==> config.mk <==
export PLATFORM = sky130hd
export DESIGN_NAME = sdram_burst_ctl
export DESIGN_NICKNAME = d
export VERILOG_FILES = /design/src/rtl/sdram_burst_pkg.sv /design/src/rtl/sdram_mode_reg.sv /design/src/rtl/sdram_col_gen.sv /design/src/rtl/sdram_dq_pipe.sv /design/src/rtl/sdram_burst_ctl.sv
export SDC_FILE = /design/constraint.sdc
export NUM_CORES = 1
export LEC_CHECK = 0
export BUFFER_PORTS_ARGS = -buffer_cell sky130_fd_sc_hd__buf_4
export CAP_MARGIN = 20
export CORE_ASPECT_RATIO = 1.1
export CORE_MARGIN = 2
export CORE_UTILIZATION = 50
export CTS_CLUSTER_DIAMETER = 80
export CTS_CLUSTER_SIZE = 10
export DETAILED_ROUTE_END_ITERATION = 10
export PLACE_DENSITY = 0.74
export SKIP_LAST_GASP = 1
export SYNTH_ARGS = -nofsm -noshare
export SYNTH_HDL_FRONTEND = slang
export SYNTH_SLANG_ARGS = --single-unit
==> constraint.sdc <==
create_clock -name clk_i -period 6.2 [get_ports clk_i]
set_clock_uncertainty 0.15 [all_clocks]
set_input_delay 1.24 -clock clk_i [delete_from_list [all_inputs] [get_ports clk_i]]
set_output_delay 1.24 -clock clk_i [all_outputs]
set_load 0.01 [all_outputs]
==> src/rtl/sdram_burst_pkg.sv <==
package sdram_burst_pkg;
  localparam int COL_W  = 10;
  localparam int MAX_CL = 3;

  typedef struct packed {
    logic [COL_W-1:0] len_mask;   // burst length minus one
    logic             full_page;
    logic             interleave;
    logic [1:0]       cas_lat;
  } mode_t;

  localparam mode_t MODE_RST = '{len_mask: '0, full_page: 1'b0,
                                 interleave: 1'b0, cas_lat: 2'd3};
endpackage

==> src/rtl/sdram_mode_reg.sv <==
module sdram_mode_reg
  import sdram_burst_pkg::*;
#(
  parameter int MRD_CYC = 2
) (
  input  logic       clk_i,
  input  logic       rst_ni,
  input  logic       mrs_i,
  input  logic       rd_i,
  input  logic       wr_i,
  input  logic       banks_idle_i,
  input  logic [6:0] key_i,
  output mode_t      mode_o,
  output logic       rd_o,
  output logic       wr_o
);
  localparam int LOCK_W = $clog2(MRD_CYC + 1);
  localparam logic [LOCK_W-1:0] LOCK_INIT = LOCK_W'(MRD_CYC - 1);

  logic [LOCK_W-1:0] lock_q;
  logic              locked, len_ok, cl_ok, accept;
  mode_t             mode_q, mode_d;

  assign locked = (lock_q != '0);

  always_comb begin
    mode_d            = mode_q;
    len_ok            = 1'b1;
    cl_ok             = 1'b1;
    mode_d.full_page  = 1'b0;
    mode_d.interleave = key_i[3];
    unique case (key_i[2:0])
      3'b000:  mode_d.len_mask = COL_W'(0);
      3'b001:  mode_d.len_mask = COL_W'(1);
      3'b010:  mode_d.len_mask = COL_W'(3);
      3'b011:  mode_d.len_mask = COL_W'(7);
      3'b111: begin
        mode_d.len_mask  = '1;
        mode_d.full_page = 1'b1;
      end
      default: len_ok = 1'b0;
    endcase
    unique case (key_i[6:4])
      3'b010:  mode_d.cas_lat = 2'd2;
      3'b011:  mode_d.cas_lat = 2'd3;
      default: cl_ok = 1'b0;
    endcase
  end

  assign accept = mrs_i & banks_idle_i & ~locked & len_ok & cl_ok;
  assign rd_o   = rd_i & ~locked;
  assign wr_o   = wr_i & ~locked;
  assign mode_o = mode_q;

  always_ff @(posedge clk_i or negedge rst_ni) begin
    if (!rst_ni) begin
      mode_q <= MODE_RST;
      lock_q <= '0;
    end else if (accept) begin
      mode_q <= mode_d;
      lock_q <= LOCK_INIT;
    end else if (locked) begin
      lock_q <= lock_q - LOCK_W'(1);
    end
  end
endmodule

==> src/rtl/sdram_col_gen.sv <==
module sdram_col_gen
  import sdram_burst_pkg::*;
#(
  parameter int BANK_W = 2
) (
  input  logic              clk_i,
  input  logic              rst_ni,
  input  logic              rd_i,
  input  logic              wr_i,
  input  logic              bst_i,
  input  logic [COL_W-1:0]  start_i,
  input  logic [BANK_W-1:0] ba_i,
  input  logic [COL_W-1:0]  len_mask_i,
  input  logic              full_page_i,
  input  logic              interleave_i,
  output logic [COL_W-1:0]  col_o,
  output logic [BANK_W-1:0] bank_o,
  output logic              beat_o,
  output logic              beat_wr_o
);
  logic              act_q, wr_q, last, act_d;
  logic [COL_W-1:0]  base_q, cnt_q, base, cnt;
  logic [BANK_W-1:0] bank_q;

  always_comb begin
    base      = base_q;
    cnt       = cnt_q;
    bank_o    = bank_q;
    beat_wr_o = wr_q;
    beat_o    = act_q;
    // a new command pre-empts the running burst; first beat is this cycle
    if (rd_i || wr_i) begin
      base      = start_i;
      cnt       = '0;
      bank_o    = ba_i;
      beat_wr_o = wr_i;
      beat_o    = 1'b1;
    end else if (bst_i) begin
      beat_o = 1'b0;
    end
    if (interleave_i && !full_page_i)
      col_o = base ^ cnt;
    else
      col_o = (base & ~len_mask_i) | ((base + cnt) & len_mask_i);
    last  = !full_page_i && (cnt == len_mask_i);
    act_d = beat_o && !last;
  end

  always_ff @(posedge clk_i or negedge rst_ni) begin
    if (!rst_ni) begin
      act_q  <= 1'b0;
      wr_q   <= 1'b0;
      base_q <= '0;
      cnt_q  <= '0;
      bank_q <= '0;
    end else begin
      act_q <= act_d;
      if (beat_o) begin
        base_q <= base;
        cnt_q  <= cnt + COL_W'(1);
        wr_q   <= beat_wr_o;
        bank_q <= bank_o;
      end
    end
  end
endmodule

==> src/rtl/sdram_dq_pipe.sv <==
module sdram_dq_pipe
  import sdram_burst_pkg::*;
#(
  parameter int NB         = 9,
  parameter int RD_DQM_LAT = 2
) (
  input  logic          clk_i,
  input  logic          rst_ni,
  input  logic          beat_i,
  input  logic          beat_wr_i,
  input  logic [1:0]    cas_lat_i,
  input  logic [NB-1:0] dqm_i,
  output logic [NB-1:0] wr_be_o,
  output logic          rd_vld_o,
  output logic [NB-1:0] rd_be_o
);
  logic [MAX_CL-1:0] rd_sh_q;
  logic [NB-1:0]     dqm_sh_q [RD_DQM_LAT];

  always_ff @(posedge clk_i or negedge rst_ni) begin
    if (!rst_ni) rd_sh_q <= '0;
    else         rd_sh_q <= {rd_sh_q[MAX_CL-2:0], beat_i & ~beat_wr_i};
  end

  for (genvar g = 0; g < RD_DQM_LAT; g++) begin : g_dqm
    if (g == 0) begin : g_head
      always_ff @(posedge clk_i or negedge rst_ni) begin
        if (!rst_ni) dqm_sh_q[g] <= '0;
        else         dqm_sh_q[g] <= dqm_i;
      end
    end else begin : g_tail
      always_ff @(posedge clk_i or negedge rst_ni) begin
        if (!rst_ni) dqm_sh_q[g] <= '0;
        else         dqm_sh_q[g] <= dqm_sh_q[g-1];
      end
    end
  end

  assign rd_vld_o = rd_sh_q[cas_lat_i - 2'd1];
  assign rd_be_o  = rd_vld_o ? ~dqm_sh_q[RD_DQM_LAT-1] : '0;
  assign wr_be_o  = (beat_i && beat_wr_i) ? ~dqm_i : '0;
endmodule

==> src/rtl/sdram_burst_ctl.sv <==
module sdram_burst_ctl
  import sdram_burst_pkg::*;
#(
  parameter int ADDR_W     = 12,
  parameter int BANK_W     = 2,
  parameter int NB         = 9,
  parameter int MRD_CYC    = 2,
  parameter int RD_DQM_LAT = 2
) (
  input  logic              clk_i,
  input  logic              rst_ni,
  input  logic              mrs_i,
  input  logic              rd_i,
  input  logic              wr_i,
  input  logic              bst_i,
  input  logic              banks_idle_i,
  input  logic [ADDR_W-1:0] addr_i,
  input  logic [BANK_W-1:0] ba_i,
  input  logic [NB-1:0]     dqm_i,
  output logic [COL_W-1:0]  col_o,
  output logic [BANK_W-1:0] bank_o,
  output logic              col_vld_o,
  output logic              col_wr_o,
  output logic [NB-1:0]     wr_be_o,
  output logic              rd_vld_o,
  output logic [NB-1:0]     rd_be_o
);
  mode_t mode;
  logic  rd_ok, wr_ok, beat, beat_wr;
  logic  unused_addr_hi;

  assign unused_addr_hi = ^addr_i[ADDR_W-1:COL_W];

  sdram_mode_reg #(.MRD_CYC(MRD_CYC)) u_mode (
    .clk_i, .rst_ni, .mrs_i, .rd_i, .wr_i, .banks_idle_i,
    .key_i (addr_i[6:0]),
    .mode_o(mode),
    .rd_o  (rd_ok),
    .wr_o  (wr_ok)
  );

  sdram_col_gen #(.BANK_W(BANK_W)) u_col (
    .clk_i, .rst_ni,
    .rd_i        (rd_ok),
    .wr_i        (wr_ok),
    .bst_i,
    .start_i     (addr_i[COL_W-1:0]),
    .ba_i,
    .len_mask_i  (mode.len_mask),
    .full_page_i (mode.full_page),
    .interleave_i(mode.interleave),
    .col_o,
    .bank_o,
    .beat_o      (beat),
    .beat_wr_o   (beat_wr)
  );

  sdram_dq_pipe #(.NB(NB), .RD_DQM_LAT(RD_DQM_LAT)) u_dq (
    .clk_i, .rst_ni,
    .beat_i   (beat),
    .beat_wr_i(beat_wr),
    .cas_lat_i(mode.cas_lat),
    .dqm_i,
    .wr_be_o,
    .rd_vld_o,
    .rd_be_o
  );

  assign col_vld_o = beat;
  assign col_wr_o  = beat & beat_wr;
endmodule

# == Word-level counts from Yosys, hierarchy flattened ==
# Index checks and enable logic that the tools add are counted.
# op_classes
eq_ne,7
n_bitwise,17
reduce_logical,16
magnitude_cmp,1
n_mux,18
n_addsub,4
# ops
cell,n
10-bit case mux with 5 select lines,1
10-bit 2-to-1 mux,3
10-bit bitwise AND,2
9-bit 2-to-1 mux,2
9-bit NOT,2
"3-bit by 2-bit equality test with 1-bit output, second input constant",4
"10-bit by 1-bit adder with 10-bit output, second input constant",1
10-bit adder,1
10-bit equality test,1
10-bit NOT,1
10-bit OR,1
10-bit XOR,1
1-bit bitwise AND,8
1-bit 2-to-1 mux,7
2-bit 2-to-1 mux,3
2-bit nonzero test,3
5-bit nonzero test,1
5-bit OR reduction,1
1-bit logical AND,4
2-bit case mux with 2 select lines,1
2-bit AND reduction,2
"2-bit by 1-bit subtractor with 2-bit output, second input constant",2
"3-bit by 1-bit equality test with 1-bit output, second input constant",1
"3-bit equality test, second input constant",1
7 further kinds,9
# word_totals
in_bits,30
reg_bits,61
elab_cells,76

# == Logic depth before layout (Yosys ltp) ==
# Gate-level depths: netlist of run 1.
# depth
ltp_word,9
depth_mapped,16
mapped_depth_nobuf,12

# == By module ==
# From an unflattened synthesis of run 1, not the netlist that was laid out.
# hier_totals
cells_unflattened,353
area_unflattened_um2,3280.6
# by_module_without_submodules
module,seq_area_each_um2,cells_per_inst,area_per_inst_um2,instances
sdram_col_gen,600.6,260,2088.3,1
sdram_dq_pipe,525.5,45,664.4,1
sdram_mode_reg,226.5,47,521.8,1
sdram_burst_ctl,0.0,1,6.3,1

# == Worst setup path before layout of run 1 ==
# OpenSTA, ideal clock, no wires.
# synth_path
path_kind,in2out
from,input port wr_i
to,output port col_o[8]
path_stages,11
arrival_ps,3504
path_slack_ps,1306
cell_sequence,o21a_1 > buf_6 > clkbuf_1 > clkbuf_1 > nor2_1 > ha_1 > ha_1 > a31oi_1 > o22ai_1 > a41o_1 > a221oi_1
# synth_between
elab_chain_len,7
elab_cells_between_ends,10
cone_classes,1 x add/sub; 3 x mux; 5 x bitwise; 1 x reduce/logical
# synth_rtl
element,line_no,rtl
"start, declared",sdram_burst_ctl.sv:14,"input logic wr_i,"
1-bit bitwise AND *,sdram_mode_reg.sv:52,assign wr_o = wr_i & ~locked;
1-bit logical OR *,sdram_col_gen.sv:32,if (rd_i || wr_i) begin
10-bit 2-to-1 mux,sdram_col_gen.sv:32,
10-bit adder,sdram_col_gen.sv:44,col_o = (base & ~len_mask_i) | ((base + cnt) & len_mask_i);
10-bit bitwise AND,sdram_col_gen.sv:44,
10-bit OR,sdram_col_gen.sv:44,
10-bit 2-to-1 mux *,sdram_col_gen.sv:41,if (interleave_i && !full_page_i)
"end, declared",sdram_burst_ctl.sv:20,"output logic [COL_W-1:0] col_o,"
# Mark *: on every way between the ends. The rest lies on a longest branch, timed or not.

# == Worst setup path after layout of run 1 ==
# layout_path
from,input port wr_i
to,output port col_o[9]
# layout_between
elab_chain_len,7
elab_cells_between_ends,10
cone_classes,1 x add/sub; 3 x mux; 5 x bitwise; 1 x reduce/logical
# layout_rtl
element,line_no,rtl
1-bit bitwise AND,sdram_mode_reg.sv:52,
1-bit logical OR,sdram_col_gen.sv:32,
10-bit 2-to-1 mux,sdram_col_gen.sv:32,
via u_col.base[0],sdram_col_gen.sv:22,"logic [COL_W-1:0] base_q, cnt_q, base, cnt;"
10-bit adder,sdram_col_gen.sv:44,
10-bit bitwise AND,sdram_col_gen.sv:44,
10-bit OR,sdram_col_gen.sv:44,
10-bit 2-to-1 mux,sdram_col_gen.sv:41,
# The timed path passes the listed nets, and every way through them passes these cells.

==> flow_metrics.tcl, run 1 <==
set metrics [dict create \
    avgViaCountPerCell 5.24 \
    dp_hpwl_mm 4.56 \
    synth_common_cells "62 x nand2_1, 53 x dfrtp_1, 48 x nor2_1, 15 x a21oi_1, 13 x o21ai_0" \
    power_density_nw_per_um2 494 \
    clock-root-buffer "clkbuf_8" \
    pin_count 63 \
    cts_setup_buffers 0 \
    synth_fa_ha_area_frac 0.0386 \
    nNetsFinal 413 \
    initial_core_util 0.526 \
    ys_types 47 \
    clk-insertion-delay-late_ps 310 \
    ctsHoldBuffers 0 \
    hp-class "reg2reg" \
    yosysWarnings 0 \
    grt_pass1_vias 2294 \
    clkTransAtPathRegs_ps 100 \
    grt_pass1_wl_mm 10.6 \
    hold_viol 0 \
    syn-num-nets 360 \
    area_growth_pct 20.9 \
    cp_max_fo 13 \
    min_period_ps 5060 \
    synth-compound-area-share 0.139 \
    first_pass_iters 4 \
    cap_violations 0 \
    ant_nets 0 \
    gr-total-overflow 0 \
    num_rows 28 \
    dr_total_vias 2361 \
    syn_avg_cell_area_sq_um 8.87 \
    grt_antenna_before_repair 0 \
    drt_iter0_markers 147 \
    slew_violations 0 \
    grt_max_degree 55 \
    status "finished clean" \
    synthCells 322 \
    grtUsageTotal 0.206 \
    cts_buffers 5 \
    dp_cells 443 \
    report.final.setup_viol 0 \
    setup_tns_ps 0 \
    yosysMostFrequentCell "nand2_1" \
    cts_tree "done" \
    worst_setup_path_end_kind "output pin" \
    ys_seq_area_frac 0.474 \
    rsz0062_at_grt "no" \
    die_w_um 76.1 \
    yosys.area.top_type_share 0.465 \
    synth_top_family_by_area "simple AND/OR/NAND/NOR gates" \
    cp-start-kind "primary input" \
    synth_edf_count 0 \
    htreeDepth 2 \
    ctsResizeCount 0 \
    core-area_sq_um 5430 \
    place_congestion 0.857 \
    n_antenna_cell 0 \
    synth_area_sq_um 2860 \
    finalCritPeriodShare 0.816 \
    synthFlopType "dfrtp_1" \
    required_ps 4810 \
    yosys.area_share.simple 0.221 \
    ys_ff_latch 54 \
    nFillCells 468 \
    die_h_um 83.3 \
    synthTopCellsByArea "dfrtp_1 46%, nand2_1 8.2%, nor2_1 6.3%" \
    clock_path_buffers 2 \
    numPortBuffers 60 \
    leakage_nw 1.75 \
    wire_per_inst_um 13.9 \
    synthArstFlopShare 1.00 \
    worst_pin_slew_ps 786 \
    critPathKind "in2out" \
    layout-drive-gt1-share 0.218 \
    arrival_ps 3670 \
    fp.dieArea_sq_um 6330 \
    yosys.area.top_type "dfrtp_1" \
    routed_wl_mm 6.25 \
    synthMuxAreaShare 0.0364 \
    vdd_ir_drop_max_uv 268 \
    drc_errors 0 \
    fmax_mhz 198 \
    finalNonFillerCells 451 \
    relSlewSlack 0.461 \
    cts_num_sinks 54 \
    yosys.area_share.xor_xnor 0.0491 \
]
## cell usage in the layout (no fill, tap or decap), types with 2 or more instances in the layout
cell type / synthesis / final
a21oi_1: 15 / 15
a21oi_2: 2 / 2
a221oi_1: 2 / 2
a22o_1: 2 / 2
a31oi_1: 4 / 4
a41o_1: 2 / 2
and2_1: 3 / 3
and3_1: 2 / 2
buf_4: 0 / 62
clkbuf_8: 0 / 5
dfrtp_1: 53 / 53
ha_1: 8 / 8
inv_1: 11 / 11
mux2_2: 3 / 3
mux2i_1: 7 / 7
nand2_1: 62 / 62
nand2b_1: 3 / 3
nand3_1: 9 / 9
nand4_1: 5 / 5
nor2_1: 48 / 48
nor2b_1: 2 / 2
nor3_1: 5 / 5
o21ai_0: 13 / 13
o21ai_2: 2 / 2
o22ai_1: 5 / 5
or2_2: 2 / 2
or3_1: 2 / 2
or4_1: 2 / 2
xnor2_1: 8 / 8
xor2_1: 8 / 8
## state kept, by name, summed over array words and instances (netlist names)
| signal | flops |
|---|---|
| u_dq.dqm_sh_q | 18 |
| u_col.act_q | 1 |
| u_col.cnt_q | 10 |
| u_col.base_q | 10 |
| u_col.bank_q | 2 |
| u_mode.lock_q | 2 |
| u_dq.rd_sh_q | 3 |
| u_col.wr_q | 1 |
| u_mode.mode_o | 7 |
## final cells by class
cell class / count / area, sq um / area share
Tap cell: 75 / 93.8 / 0.0272
Inverter: 11 / 41.3 / 0.0120
Clock inverter: 3 / 48.8 / 0.0141
Clock buffer: 5 / 68.8 / 0.0199
Timing Repair Buffer: 62 / 465 / 0.135
Multi-Input combinational cell: 241 / 1380 / 0.400
Sequential cell: 54 / 1350 / 0.392
## routing by layer
metal,routed length [um],vias up,global-route usage
met2,3090,54,0.345
li1,-,1202,-
met5,0,-,0
met3,246,4,0.0348
met1,2860,1101,0.276
met4,55,0,0.0579
## final timing paths
check	from	end	slack (ps)	cells past startpoint
max in group asynchronous	rst_ni	u_col.bank_q[0]$_DFFE_PN0P_	4640	1
min	u_dq.dqm_sh_q[15]$_DFF_PN0_	u_dq.dqm_sh_q[6]$_DFF_PN0_	210	0
min in group asynchronous	rst_ni	u_dq.dqm_sh_q[13]$_DFF_PN0_	810	1
max reg2reg	u_mode.lock_q[0]$_DFFE_PN0P_	u_col.cnt_q[9]$_DFFE_PN0P_	3690	8
max	wr_i	col_o[9]	1140	12
min reg2reg	u_dq.dqm_sh_q[15]$_DFF_PN0_	u_dq.dqm_sh_q[6]$_DFF_PN0_	210	0
## worst max-delay path, stage by stage
cell,delay (ps)
buf_4,110
o21a_1,410
nand2_1,140
nand2_1,100
ha_1,200
maj3_1,180
o21ai_0,90
a21oi_2,210
a31oi_2,180
or4_1,520
and3_1,150
buf_4,140
## cell families (layout without fill, tap and decap cells)
logic type	count (synthesis)	after routing
DFF	54	54
xor gates and xnor gates	16	16
and+or+nand+nor	147	147
buffers and inverters	27	81
muxes	10	10
AOI/OAI and AO/OA	59	59
adders and majority gates	9	9
## report_power, final
group / switching [W] / leakage [nW] / total, W / internal (W)
Sequential: 0.0000901 / 0.666 / 0.000542 / 0.000452
Combinational: 0.000517 / 1.02 / 0.000919 / 0.000403
Clock: 0.000122 / 0.0563 / 0.000245 / 0.000123
## through the flow
step           utilization  hold slack [ps]  worst slack, ps  power (W)  cell area, sq um
3_5_place_dp         0.614              185             1120    0.00147              3330
5_1_grt              0.636              213              923    0.00186              3450
3_3_place_gp         0.614              182             1130    0.00144              3330
2_1_floorplan            -              181             1310    0.00116              2860
4_1_cts              0.636              208             1120    0.00171              3450
6_report             0.636              205             1140    0.00171              3450
Note: power is estimated with default switching activity, not from simulation.
==> run 2: changes to the inputs <==
- CORE_UTILIZATION: 50 -> 49
- PLACE_DENSITY: 0.74 -> 0.76
- clock period: 6.2 -> 4.5 ns (I/O delays scaled with it)
==> run 2 against run 1 <==
Final area increased by 0.94%. Critical path depth unchanged. Wire length grew 0.53%. Combinational power up 40%.
==> flow_metrics.tcl, run 2 (synthesis gave the netlist of run 1 again) <==
set metrics [dict create \
    status "finished clean" \
    grt_antenna_before_repair 0 \
    nNetsFinal 416 \
    rr_worst_depth 7 \
    clk-insertion-delay-late_ps 310 \
    hold_viol 0 \
    num_rows 29 \
    gr-total-overflow 0 \
    core-area_sq_um 5700 \
    avgViaCountPerCell 5.32 \
    wire_per_inst_um 13.8 \
    die_h_um 84.1 \
    fmax_mhz 235 \
    critPathKind "in2out" \
    design_area_sq_um 3480 \
    die_w_um 76.8 \
    ant_nets 0 \
    finalCritPeriodShare 0.947 \
    cts_buffers 5 \
    final_common_cell "buf_4" \
    min_period_ps 4260 \
    cts_tree "done" \
    required_ps 3450 \
    worst_setup_path_end_kind "output pin" \
    clkTransAtPathRegs_ps 100 \
    htreeDepth 2 \
    clock_path_buffers 2 \
    leakage_nw 1.77 \
    area_growth_pct 22.0 \
    worst_pin_slew_ps 833 \
    register_area_sq_um 1350 \
    arrival_ps 3210 \
    slew_violations 0 \
    ctsHoldBuffers 0 \
    largest_reg_flops 18 \
    cp_max_fo 21 \
    dpl_cell_area_sq_um 3360 \
    place_ws_ps 213 \
    layout-drive-gt1-share 0.224 \
    relSlewSlack 0.443 \
    n_antenna_cell 0 \
    hp-class "reg2reg" \
    clock-root-buffer "clkbuf_8" \
    setup_tns_ps 0 \
    reg_top3 "u_dq.dqm_sh_q x18, u_col.base_q x10, u_col.cnt_q x10" \
    grt_pass1_vias 2410 \
    cp-start-kind "primary input" \
    rsz0062_at_grt "no" \
    grt_pass1_wl_mm 10.8 \
    drc_errors 0 \
    grt_max_degree 55 \
    place_congestion 0.853 \
    cts_setup_buffers 0 \
    routed_wl_mm 6.28 \
    vdd_ir_drop_max_uv 382 \
    report.final.setup_viol 0 \
    first_pass_iters 4 \
    regMostFlops "u_dq.dqm_sh_q" \
    drt_iter0_markers 147 \
    dp_hpwl_mm 4.56 \
    fin_ws_ps 237 \
    initial_core_util 0.501 \
    fp.dieArea_sq_um 6450 \
    final_cell_mix "64 x buf_4, 62 x nand2_1, 53 x dfrtp_1" \
    power_density_nw_per_um2 685 \
    holdPathStages 0 \
    dr_total_vias 2424 \
    grtUsageTotal 0.208 \
    multi_input_area_sq_um 1380 \
    ctsResizeCount 0 \
    cts_num_sinks 54 \
    pin_count 63 \
    nFillCells 499 \
    numPortBuffers 60 \
    cap_violations 0 \
    final_util 0.612 \
]
## run 2: changes by cell type in the layout (fill, tap and decap cells not counted)
cell,change
buf_4,+2
buf_6,+1
clkbuf_8,+1
clkinvlp_4,-1
inv_6,+1
inv_8,-1
## run 2: metrics by stage
| step | hold WS [ps] | total power (W) | std cells |
|---|---|---|---|
| 2_1_floorplan | 181 | 0.00159 | 322 |
| 3_3_place_gp | 182 | 0.00200 | 448 |
| 3_5_place_dp | 185 | 0.00204 | 448 |
| 4_1_cts | 209 | 0.00240 | 456 |
| 5_1_grt | 216 | 0.00258 | 456 |
| 6_report | 206 | 0.00239 | 456 |
## run 2: final cells by class
class                      count  area share
clock inverter                 2      0.0111
sequential                    54       0.388
multi-input combinational    241       0.396
tap                           77      0.0276
timing repair buffer          65       0.141
inverter                      11      0.0118
clock buffer                   6      0.0237
## run 2: worst max-delay path, stage by stage
cell      delay [ps]
buf_4            110
o21a_1           280
buf_6            260
nor2_1            70
ha_1             310
a21oi_1          260
o21bai_1         100
a21oi_1          260
mux2i_1          240
a32oi_1           60
and3_1           210
buf_4            140
## run 2: worst paths after layout
kind	startpoint	endpoint	slack (ps)
min reg2reg	u_dq.dqm_sh_q[12]$_DFF_PN0_	u_dq.dqm_sh_q[3]$_DFF_PN0_	210
max	wr_i	col_o[9]	240
max reg2reg	u_mode.lock_q[0]$_DFFE_PN0P_	u_mode.mode_o[2]$_DFFE_PN0P_	2060
min	u_dq.dqm_sh_q[12]$_DFF_PN0_	u_dq.dqm_sh_q[3]$_DFF_PN0_	210
max in group asynchronous	rst_ni	u_dq.dqm_sh_q[8]$_DFF_PN0_	3290
min in group asynchronous	rst_ni	u_dq.dqm_sh_q[5]$_DFF_PN0_	470
## run 2: layer usage
| layer | routed length [um] | GRT usage |
|---|---|---|
| met1 | 2670 | 0.245 |
| met2 | 3290 | 0.376 |
| met3 | 210 | 0.0325 |
| met4 | 109 | 0.0826 |
| met5 | 0 | 0 |
## run 2: power breakdown
| part | switching [W] | leakage, nW | internal, W |
|---|---|---|---|
| clock network | 0.000166 | 0.0618 | 0.000183 |
| logic | 0.000715 | 1.04 | 0.000572 |
| registers | 0.000129 | 0.666 | 0.000623 |
| total | 0.00101 | 1.77 | 0.00138 |
==> run 3: changes to the inputs <==
- PLACE_DENSITY: 0.76 -> 0.72
==> run 3 against run 2 <==
Final area shrank 0.36%. First-iteration DRC count down 24%. Core utilization down 0.22 points. Critical path depth did not move. Sequential share of layout area increased by 0.14 points. Die area did not move. Wire length grew 1.7%. Via count down 0.66%. Critical path type unchanged. Critical endpoint unchanged. Highest routed layer unchanged.
==> flow_metrics.tcl, run 3 (synthesis gave the netlist of run 1 again) <==
set metrics [dict create \
    slowest_stage "or4_1" \
    worst_setup_path_end_kind "output pin" \
    p_int_w 0.00132 \
    wire_per_inst_um 13.9 \
    clock_path_buffers 2 \
    slowest_delay_ps 520 \
    n_antenna_cell 0 \
    die_w_um 76.8 \
    cts_num_sinks 54 \
    dr_total_vias 2408 \
    setup_tns_ps 0 \
    htreeDepth 2 \
    ant_nets 0 \
    avgViaCountPerCell 5.26 \
    core-area_sq_um 5700 \
    clock-root-buffer "clkbuf_8" \
    status "finished clean" \
    leakage_nw 1.76 \
    grt_pass1_vias 2364 \
    combPwrFrac 0.554 \
    drt_iter0_markers 112 \
    fin_ws_ps 271 \
    report.final.setup_viol 0 \
    nNetsFinal 418 \
    fmax_mhz 236 \
    routed_wl_mm 6.39 \
    largest_reg_flops 18 \
    cp_max_fo 8 \
    rsz0062_at_grt "no" \
    required_ps 3450 \
    pin_count 63 \
    place_congestion 0.883 \
    num_rows 29 \
    slew_violations 0 \
    grtUsageTotal 0.210 \
    power.switching_w 0.00102 \
    cts_tree "done" \
    first_pass_iters 5 \
    regMostFlops "u_dq.dqm_sh_q" \
    dp_hpwl_mm 4.69 \
    critPathKind "in2out" \
    clk-insertion-delay-late_ps 310 \
    cp-start-kind "primary input" \
    fp.dieArea_sq_um 6450 \
    power_density_nw_per_um2 673 \
    area_growth_pct 21.6 \
    ctsHoldBuffers 0 \
    grt_pass1_wl_mm 11.0 \
    arrival_ps 3180 \
    ctsResizeCount 0 \
    gr-total-overflow 0 \
    worstPathCellList "buf_4 > o21a_1 > nand2_1 > nand2_1 > ha_1 > maj3_1 > o21ai_0 > a21oi_2 > a31oi_2 > or4_1 > and3_1 > buf_4" \
    final_cell_mix "67 x buf_4, 62 x nand2_1, 53 x dfrtp_1" \
    relSlewSlack 0.471 \
    die_h_um 84.1 \
    drc_errors 0 \
    grt_max_degree 55 \
    numPortBuffers 60 \
    p_seq_frac 0.321 \
    clkPwrFrac 0.125 \
    cts_buffers 5 \
    place_ws_ps 292 \
    hold_viol 0 \
    cap_violations 0 \
    final_common_cell "buf_4" \
    min_period_ps 4230 \
    cts_setup_buffers 0 \
    worst_pin_slew_ps 771 \
    grt_antenna_before_repair 0 \
    finalCritPeriodShare 0.940 \
    initial_core_util 0.501 \
    clkTransAtPathRegs_ps 110 \
    reg_top3 "u_dq.dqm_sh_q x18, u_col.base_q x10, u_col.cnt_q x10" \
    vdd_ir_drop_max_uv 453 \
    layout-drive-gt1-share 0.228 \
    swShare 0.435 \
    hp-class "reg2reg" \
]
## run 3: critical path, delay by kind of cell
family,cells,cell delay (ps)
AND/OR/NAND/NOR,4,880
AO/OA/AOI/OAI,4,770
adder cells (fa/ha/maj),2,380
buffers and inverters,2,240
## run 3: final cells by class
class / count / area, sq um
multi-input cells: 241 / 1380
repair buffers: 67 / 503
clock inverters: 3 / 28.8
well taps: 77 / 96.3
inverters: 11 / 41.3
fillers: 491 / 2220
clock buffers: 5 / 68.8
flip-flops and latches: 54 / 1350
## run 3: power groups by stage
| stage | Sequential [W] | Combinational [W] | Clock (W) |
|---|---|---|---|
| global route | 0.000771 | 0.00145 | 0.000319 |
| detailed placement | 0.000757 | 0.00129 | 0 |
| global placement | 0.000749 | 0.00127 | 0 |
| floorplan | 0.000692 | 0.000899 | 0 |
| CTS | 0.000748 | 0.00130 | 0.000298 |
| finish | 0.000750 | 0.00129 | 0.000292 |
## run 3: metal layers
| layer | GRT usage | up-vias | routed length [um] |
|---|---|---|---|
| met4 | 0.0512 | 0 | 60 |
| met3 | 0.0379 | 4 | 193 |
| met1 | 0.271 | 1154 | 2860 |
| met5 | 0 | - | 0 |
| li1 | - | 1212 | - |
| met2 | 0.365 | 38 | 3280 |
## run 3: worst paths after layout
path	from	endpoint	slack, ps	cells past startpoint
hold / removal	u_dq.rd_sh_q[0]$_DFF_PN0_	u_dq.rd_sh_q[1]$_DFF_PN0_	200	0
max in group asynchronous	rst_ni	u_dq.dqm_sh_q[5]$_DFF_PN0_	3270	1
setup reg to reg	u_mode.lock_q[0]$_DFFE_PN0P_	u_mode.mode_o[2]$_DFFE_PN0P_	2030	7
setup / recovery	wr_i	col_o[9]	270	12
hold reg to reg	u_dq.rd_sh_q[0]$_DFF_PN0_	u_dq.rd_sh_q[1]$_DFF_PN0_	200	0
min in group asynchronous	rst_ni	u_dq.dqm_sh_q[3]$_DFF_PN0_	470	1
## run 3: metrics by stage
stage	power [W]	instance area, sq um	util	cells	hold slack [ps]
5_1_grt	0.00254	3470	0.609	458	201
3_5_place_dp	0.00205	3370	0.592	450	186
6_report	0.00234	3470	0.609	458	204
3_3_place_gp	0.00202	3370	0.592	450	181
4_1_cts	0.00235	3470	0.609	458	203
2_1_floorplan	0.00159	2860	-	322	181
